**config.mk**
```make
export PLATFORM = sky130hd
export DESIGN_NAME = pipe_stage_reg
export DESIGN_NICKNAME = d
export VERILOG_FILES = /design/src/rtl/psr_pkg.sv /design/src/rtl/psr_ctrl.sv /design/src/rtl/psr_ins_reg.sv /design/src/rtl/psr_lane_reg.sv /design/src/rtl/pipe_stage_reg.sv
export SDC_FILE = /design/constraint.sdc
export NUM_CORES = 1
export LEC_CHECK = 0
export BUFFER_PORTS_ARGS = -buffer_cell sky130_fd_sc_hd__buf_4
export CAP_MARGIN = 5
export CORE_ASPECT_RATIO = 0.75
export CORE_MARGIN = 2
export CORE_UTILIZATION = 25
export DETAILED_ROUTE_END_ITERATION = 8
export GPL_TIMING_DRIVEN = 0
export PLACE_DENSITY = 0.48
export SETUP_SLACK_MARGIN = 0.2
export SLEW_MARGIN = 20
export SYNTH_ARGS = -nofsm -noshare
export SYNTH_HDL_FRONTEND = slang
export SYNTH_SLANG_ARGS = --single-unit
```
**constraint.sdc**
```tcl
create_clock -name clk -period 2.1 [get_ports clk]
set_clock_uncertainty 0.05 [all_clocks]
set_input_delay 0 -clock clk [delete_from_list [all_inputs] [get_ports clk]]
set_output_delay 0 -clock clk [all_outputs]
set_load 0.03 [all_outputs]
```
**src/rtl/psr_pkg.sv**
```systemverilog
package psr_pkg;
  // Action taken by a pipeline register at the next rising edge.
  typedef enum logic [1:0] {
    ACT_LOAD  = 2'd0,
    ACT_HOLD  = 2'd1,
    ACT_CLEAR = 2'd2
  } psr_act_e;

  localparam int unsigned DEF_INS_W  = 16;
  localparam int unsigned DEF_OPC_W  = 4;
  localparam int unsigned DEF_NOP_OP = 13;
endpackage

```
**src/rtl/psr_ctrl.sv**
```systemverilog
module psr_ctrl
  import psr_pkg::*;
(
  input  logic     rst,
  input  logic     hold,
  input  logic     flush,
  output psr_act_e act
);
  // Priority: reset, then flush, then hold, then load.
  always_comb begin
    if (rst || flush) act = ACT_CLEAR;
    else if (hold)    act = ACT_HOLD;
    else              act = ACT_LOAD;
  end
endmodule

```
**src/rtl/psr_ins_reg.sv**
```systemverilog
module psr_ins_reg
  import psr_pkg::*;
#(
  parameter int unsigned INS_W  = DEF_INS_W,
  parameter int unsigned OPC_W  = DEF_OPC_W,
  parameter int unsigned NOP_OP = DEF_NOP_OP
) (
  input  logic             clk,
  input  logic             rst,
  input  psr_act_e         act,
  input  logic [INS_W-1:0] d,
  output logic [INS_W-1:0] q
);
  localparam int unsigned     OPC_LSB  = INS_W - OPC_W;
  localparam logic [INS_W-1:0] NOP_WORD = INS_W'(NOP_OP) << OPC_LSB;

  always_ff @(posedge clk) begin
    case (act)
      ACT_CLEAR: q <= NOP_WORD;
      ACT_HOLD:  q <= q;
      default:   q <= d;
    endcase
  end


  ins_load_chk: assert property (@(posedge clk) disable iff (rst)
    (act == ACT_LOAD) |=> (q == $past(d)));


  ins_nop_chk: assert property (@(posedge clk) disable iff (rst)
    (act == ACT_CLEAR) |=> (q[INS_W-1:OPC_LSB] == OPC_W'(NOP_OP) && q[OPC_LSB-1:0] == '0));
endmodule

```
**src/rtl/psr_lane_reg.sv**
```systemverilog
module psr_lane_reg
  import psr_pkg::*;
#(
  parameter int unsigned LANE_W = 16
) (
  input  logic              clk,
  input  logic              rst,
  input  psr_act_e          act,
  input  logic [LANE_W-1:0] d,
  output logic [LANE_W-1:0] q
);
  always_ff @(posedge clk) begin
    case (act)
      ACT_CLEAR: q <= '0;
      ACT_HOLD:  q <= q;
      default:   q <= d;
    endcase
  end


  lane_zero_chk: assert property (@(posedge clk) disable iff (rst)
    (act == ACT_CLEAR) |=> (q == '0));


  lane_cap_chk: assert property (@(posedge clk) disable iff (rst)
    (act == ACT_LOAD) |=> (q == $past(d)));
endmodule

```
**src/rtl/pipe_stage_reg.sv**
```systemverilog
module pipe_stage_reg
  import psr_pkg::*;
#(
  parameter int unsigned INS_W  = DEF_INS_W,
  parameter int unsigned OPC_W  = DEF_OPC_W,
  parameter int unsigned NOP_OP = DEF_NOP_OP,
  parameter int unsigned LANE_W = 16,
  parameter int unsigned LANES  = 4
) (
  input  logic                    clk,
  input  logic                    rst,
  input  logic                    hold,
  input  logic                    flush,
  input  logic [INS_W-1:0]        ins_d,
  input  logic [LANES*LANE_W-1:0] lane_d,
  output logic [INS_W-1:0]        ins_q,
  output logic [LANES*LANE_W-1:0] lane_q
);
  localparam int unsigned     BUS_W    = LANES * LANE_W;
  localparam logic [INS_W-1:0] NOP_WORD = INS_W'(NOP_OP) << (INS_W - OPC_W);

  psr_act_e act;

  psr_ctrl u_ctrl (
    .rst   (rst),
    .hold  (hold),
    .flush (flush),
    .act   (act)
  );

  psr_ins_reg #(
    .INS_W  (INS_W),
    .OPC_W  (OPC_W),
    .NOP_OP (NOP_OP)
  ) u_ins (
    .clk (clk),
    .rst (rst),
    .act (act),
    .d   (ins_d),
    .q   (ins_q)
  );

  for (genvar k = 0; k < LANES; k++) begin : g_lane
    psr_lane_reg #(.LANE_W(LANE_W)) u_lane (
      .clk (clk),
      .rst (rst),
      .act (act),
      .d   (lane_d[k*LANE_W +: LANE_W]),
      .q   (lane_q[k*LANE_W +: LANE_W])
    );
  end


  hold_keep_chk: assert property (@(posedge clk) disable iff (rst)
    (hold && !flush) |=> ($stable(ins_q) && $stable(lane_q)));


  flush_wins_chk: assert property (@(posedge clk) disable iff (rst)
    (hold && flush) |=> (ins_q == NOP_WORD && lane_q == BUS_W'(0)));

  logic rst_seen;
  always_ff @(posedge clk) rst_seen <= rst;


  always @(posedge clk) begin
    if (rst_seen === 1'b1)
      reset_empty_chk: assert (ins_q == NOP_WORD && lane_q == BUS_W'(0));
  end
endmodule

```
Word-level counts from Yosys, hierarchy flattened
Index checks and enable logic that the tools add are counted.

cells by class
  mux-type cells = 7
  reductions and logical operators = 1
  eq/ne operators = 2

operator list
  kind                  count
  $pmux W16 S2          5
  $eq A2 B1 Y1 const B  1
  $eq A2 B2 Y1 const B  1
  $mux W2               1
  $logic_or A1 B1 Y1    1
  $mux W1               1

word-level totals
  word-level logic and storage cells = 15
  bits of input ports = 84
  register bits = 80

Logic depth before layout (Yosys ltp)
  word-level depth = 4
  gate-level depth with buffers = 3

Cells and area by module
From an unflattened synthesis, not the netlist that was laid out.

unflattened totals
  cell total of the unflattened synthesis = 177
  area, all modules = 3213.1 um^2

by module, submodules not included
  module        cells an instance  seq. area each (um^2)  area each (um^2)  instances
  psr_lane_reg  35                 480.5                  646.9             4
  psr_ins_reg   35                 480.5                  611.8             1
  psr_ctrl      2                  0.0                    13.8              1

Worst setup path after synthesis
OpenSTA, ideal clock, no wires.

  kind = input to register
  start point = in rst
  end point = reg g_lane[0].u_lane.q[0] (enable)
  path buffers = 1
  required time = 1.641 ns
  slack = 0.385 ns
  library setup time = 0.409 ns
  stages = 2
  arrival time = 1.255 ns
  cells stage by stage = buf_2 -> or3b_2

between the ends
  word-level cells in the longest chain between the ends = 3

RTL lines
  what                    RTL line              text
  start: declaration      pipe_stage_reg.sv:11  input logic rst,
  $logic_or A1 B1 Y1      psr_ctrl.sv:11        if (rst || flush) act = ACT_CLEAR;
  $mux W2                 psr_ctrl.sv:11
  $eq A2 B1 Y1            psr_lane_reg.sv:13    case (act)
  end signal: assignment  psr_lane_reg.sv:15    ACT_HOLD: q <= q;
  end: declaration        psr_lane_reg.sv:10    output logic [LANE_W-1:0] q

No other way between the ends.
A chain may end at the register's enable or synchronous reset.

Worst setup path after layout
  start point = in rst
  end point = reg g_lane[2].u_lane.q[1] (enable)

between the ends
  word-level cells in the longest chain between the ends = 3

RTL lines
  what                    RTL line
  $logic_or A1 B1 Y1      psr_ctrl.sv:11
  $mux W2                 psr_ctrl.sv:11
  $eq A2 B1 Y1            psr_lane_reg.sv:13
  end signal: assignment  psr_lane_reg.sv:15
  end: declaration        psr_lane_reg.sv:10

No other way between the ends.

==> summary.md <==
| Metric | Value |
|---|---|
| Status | `finished clean` |
| Die Wd | `133 um` |
| Share of layout cells above drive strength 1 | `46.0%` |
| Sequential share of the synthesized area | `77.2%` |
| Max-slew violation count | `0` |
| Avg Cell Area, Syn | `17.4 um2` |
| Sw frac | `23.9%` |
| Mapped Cells | `179` |
| Initial cell density of the core | `25.5%` |
| Pwr dens | `782 nW/um2` |
| GRT overflow | `0` |
| Reg power frac | `44.3%` |
| Initial DRT Pass Iterations | `4` |
| IO Port Bufs | `161` |
| Total number of vias | `2402` |
| Critical Path Most Common Cell | `buf_12` |
| Critical path's top delay family | `buffers and inverters` |
| Clock-pin slew on the worst setup and hold paths | `60 ps` |
| Die H | `101 um` |
| Largest fanout on the critical path | `29` |
| Commonest cells after routing, fill and taps aside | `buf_4 (161), edfxtp_1 (80), nor3b_1 (77)` |
| Final setup TNS | `0 ps` |
| Leak Pwr | `2.32 nW` |
| # DRC | `0` |
| Post-Syn Nets | `263` |
| Clk buf depth | `2` |
| Final wirelength | `8.43 mm` |
| Worst endpoint data arrival time | `1190 ps` |
| Final Hold Fails | `0` |
| Worst Setup Start Kind | `input pin` |
| Synth Register Bits | `80` |
| Fillers | `1135` |
| Yosys Warn Count | `0` |
| Comb pwr share | `18.0%` |
| Hpwl dp | `5.71 mm` |
| CP peak stage delay | `450 ps` |
| # resized after CTS | `0` |
| FMAX | `0.822 GHz` |
| Avg WL per Cell | `14.3 um` |
| Worst Tran Pin Value | `425 ps` |
| CP Data Required Time | `2080 ps` |
| RSZ-0062 raised after global routing | `false` |
| Area growth syn-to-layout | `77.3%` |
| First-pass GRT wire length | `12.9 mm` |
| CTS buffer count | `9` |
| Int Power | `3.28 mW` |
| Number of global-route vias before repair | `2526` |
| Post-layout util | `45.1%` |
| Gr usage total | `12.5%` |
| Largest net degree at the start of global routing | `30` |
| DR vias/cell | `4.09` |
| Max-cap violations | `0` |
| Pre-CTS WS | `473 ps` |
| Clock Power Share | `37.7%` |
| Dpl cells | `508` |
| CTS tree | `done` |
| Worst-path cell chain | `buf_2 > or3b_4 > buf_12 > buf_12` |
| Worst hold-check path type | `in -> reg` |
| Count of different cell masters after synthesis | `6` |
| Initial DRC Count | `66` |
| Num rows | `35` |
| Diodes inserted | `0` |
| WP buf/inv | `3` |
| Mapped Area | `3110 um2` |
| Final setup viols | `0` |
| Most common cell after layout, fill and taps aside | `buf_4` |
| Post-DRT Antenna Nets | `0` |
| CP Class | `in -> reg` |
| Max VDD drop | `0.000421 V` |
| Core area | `12200 um2` |
| Final cell count without fillers | `588` |
| Die area | `13400 um2` |
| Initial antenna violation count | `0` |
| CTS HTree Levels | `3` |
| CTS sink cnt | `80` |
| CP Capture Type | `flop` |
| Period utilization | `57.9%` |
| I/O Pins | `164` |
| Minimum clock period | `1220 ps` |
| Worst setup margin | `883 ps` |
| Nets | `501` |
| Slowest cell on crit path | `or3b_4` |
| Tot Pwr | `4.31 mW` |
| Sw Pwr | `1.03 mW` |
| Final Wtd Congestion | `0.677` |
| Relative slew margins | `71.7%` |
| CTS root buf | `clkbuf_16` |
## routing by layer
| metal | share of wire, % | track usage (%) | vias to the layer above |
|---|---|---|---|
| met5 | 0 | 0 | - |
| met4 | 1.5 | 4.80 | 0 |
| met3 | 7.2 | 5.43 | 11 |
| met2 | 48 | 20.5 | 88 |
| met1 | 43 | 14.6 | 1143 |
| li1 | - | - | 1160 |
## sequential cells by signal (all words and copies together) (netlist names)
| register | flops |
|---|---|
| u_ins.q | 16 |
| g_lane.u_lane.q | 64 |
## power by group through the flow
stage | registers, mW | clock network [mW] | logic [mW]
after floorplan | 2.19 | 0 | 0.113
after global placement | 1.95 | 0 | 0.680
after detailed placement | 1.95 | 0 | 0.688
after CTS | 1.91 | 1.68 | 0.782
after global routing | 1.92 | 1.74 | 0.820
final | 1.91 | 1.63 | 0.777
## final cells by class
type | instances | area [um2] | area share, %
clock buffer | 12 | 236 | 4.29
clock inverter | 4 | 68.8 | 1.25
buffer | 18 | 103 | 1.86
sequential | 80 | 2400 | 43.6
multi-input combinational | 81 | 608 | 11.0
timing repair buffer | 227 | 1890 | 34.3
tap | 166 | 208 | 3.77
## worst paths after layout
path	from	end	slack, ps	cells after the start
worst min-delay path	lane_d[40]	g_lane[2].u_lane.q[8]	10	2
worst max-delay path	rst	g_lane[2].u_lane.q[1]	880	4
## cell usage after synthesis
library cell	n	area share (%)
buf_2	16	2.6
buf_6	2	0.72
edfxtp_1	80	77
nor3b_1	77	19
or3_1	3	0.60
or3b_2	1	0.28
## kinds of logic after synthesis
group / Yosys count / synth area share (%)
buffers and inverters: 18 / 3.30
flip-flops: 80 / 77.2
AND/OR/NAND/NOR: 81 / 19.5
## per-stage QoR
stage | hold WS, ps | instance area [um2]
floorplan | 129 | 3110
global placement | 214 | 4530
detailed placement | 218 | 4570
CTS | 1.13 | 5500
global route | 0.0780 | 5520
finish | 14.9 | 5520
## repair_timing
action	4_1_cts	5_1_grt
buffers inserted	0	0
hold buffers	62	2
hold endpoints to repair	62	2
Note: power is estimated with default switching activity, not from simulation.
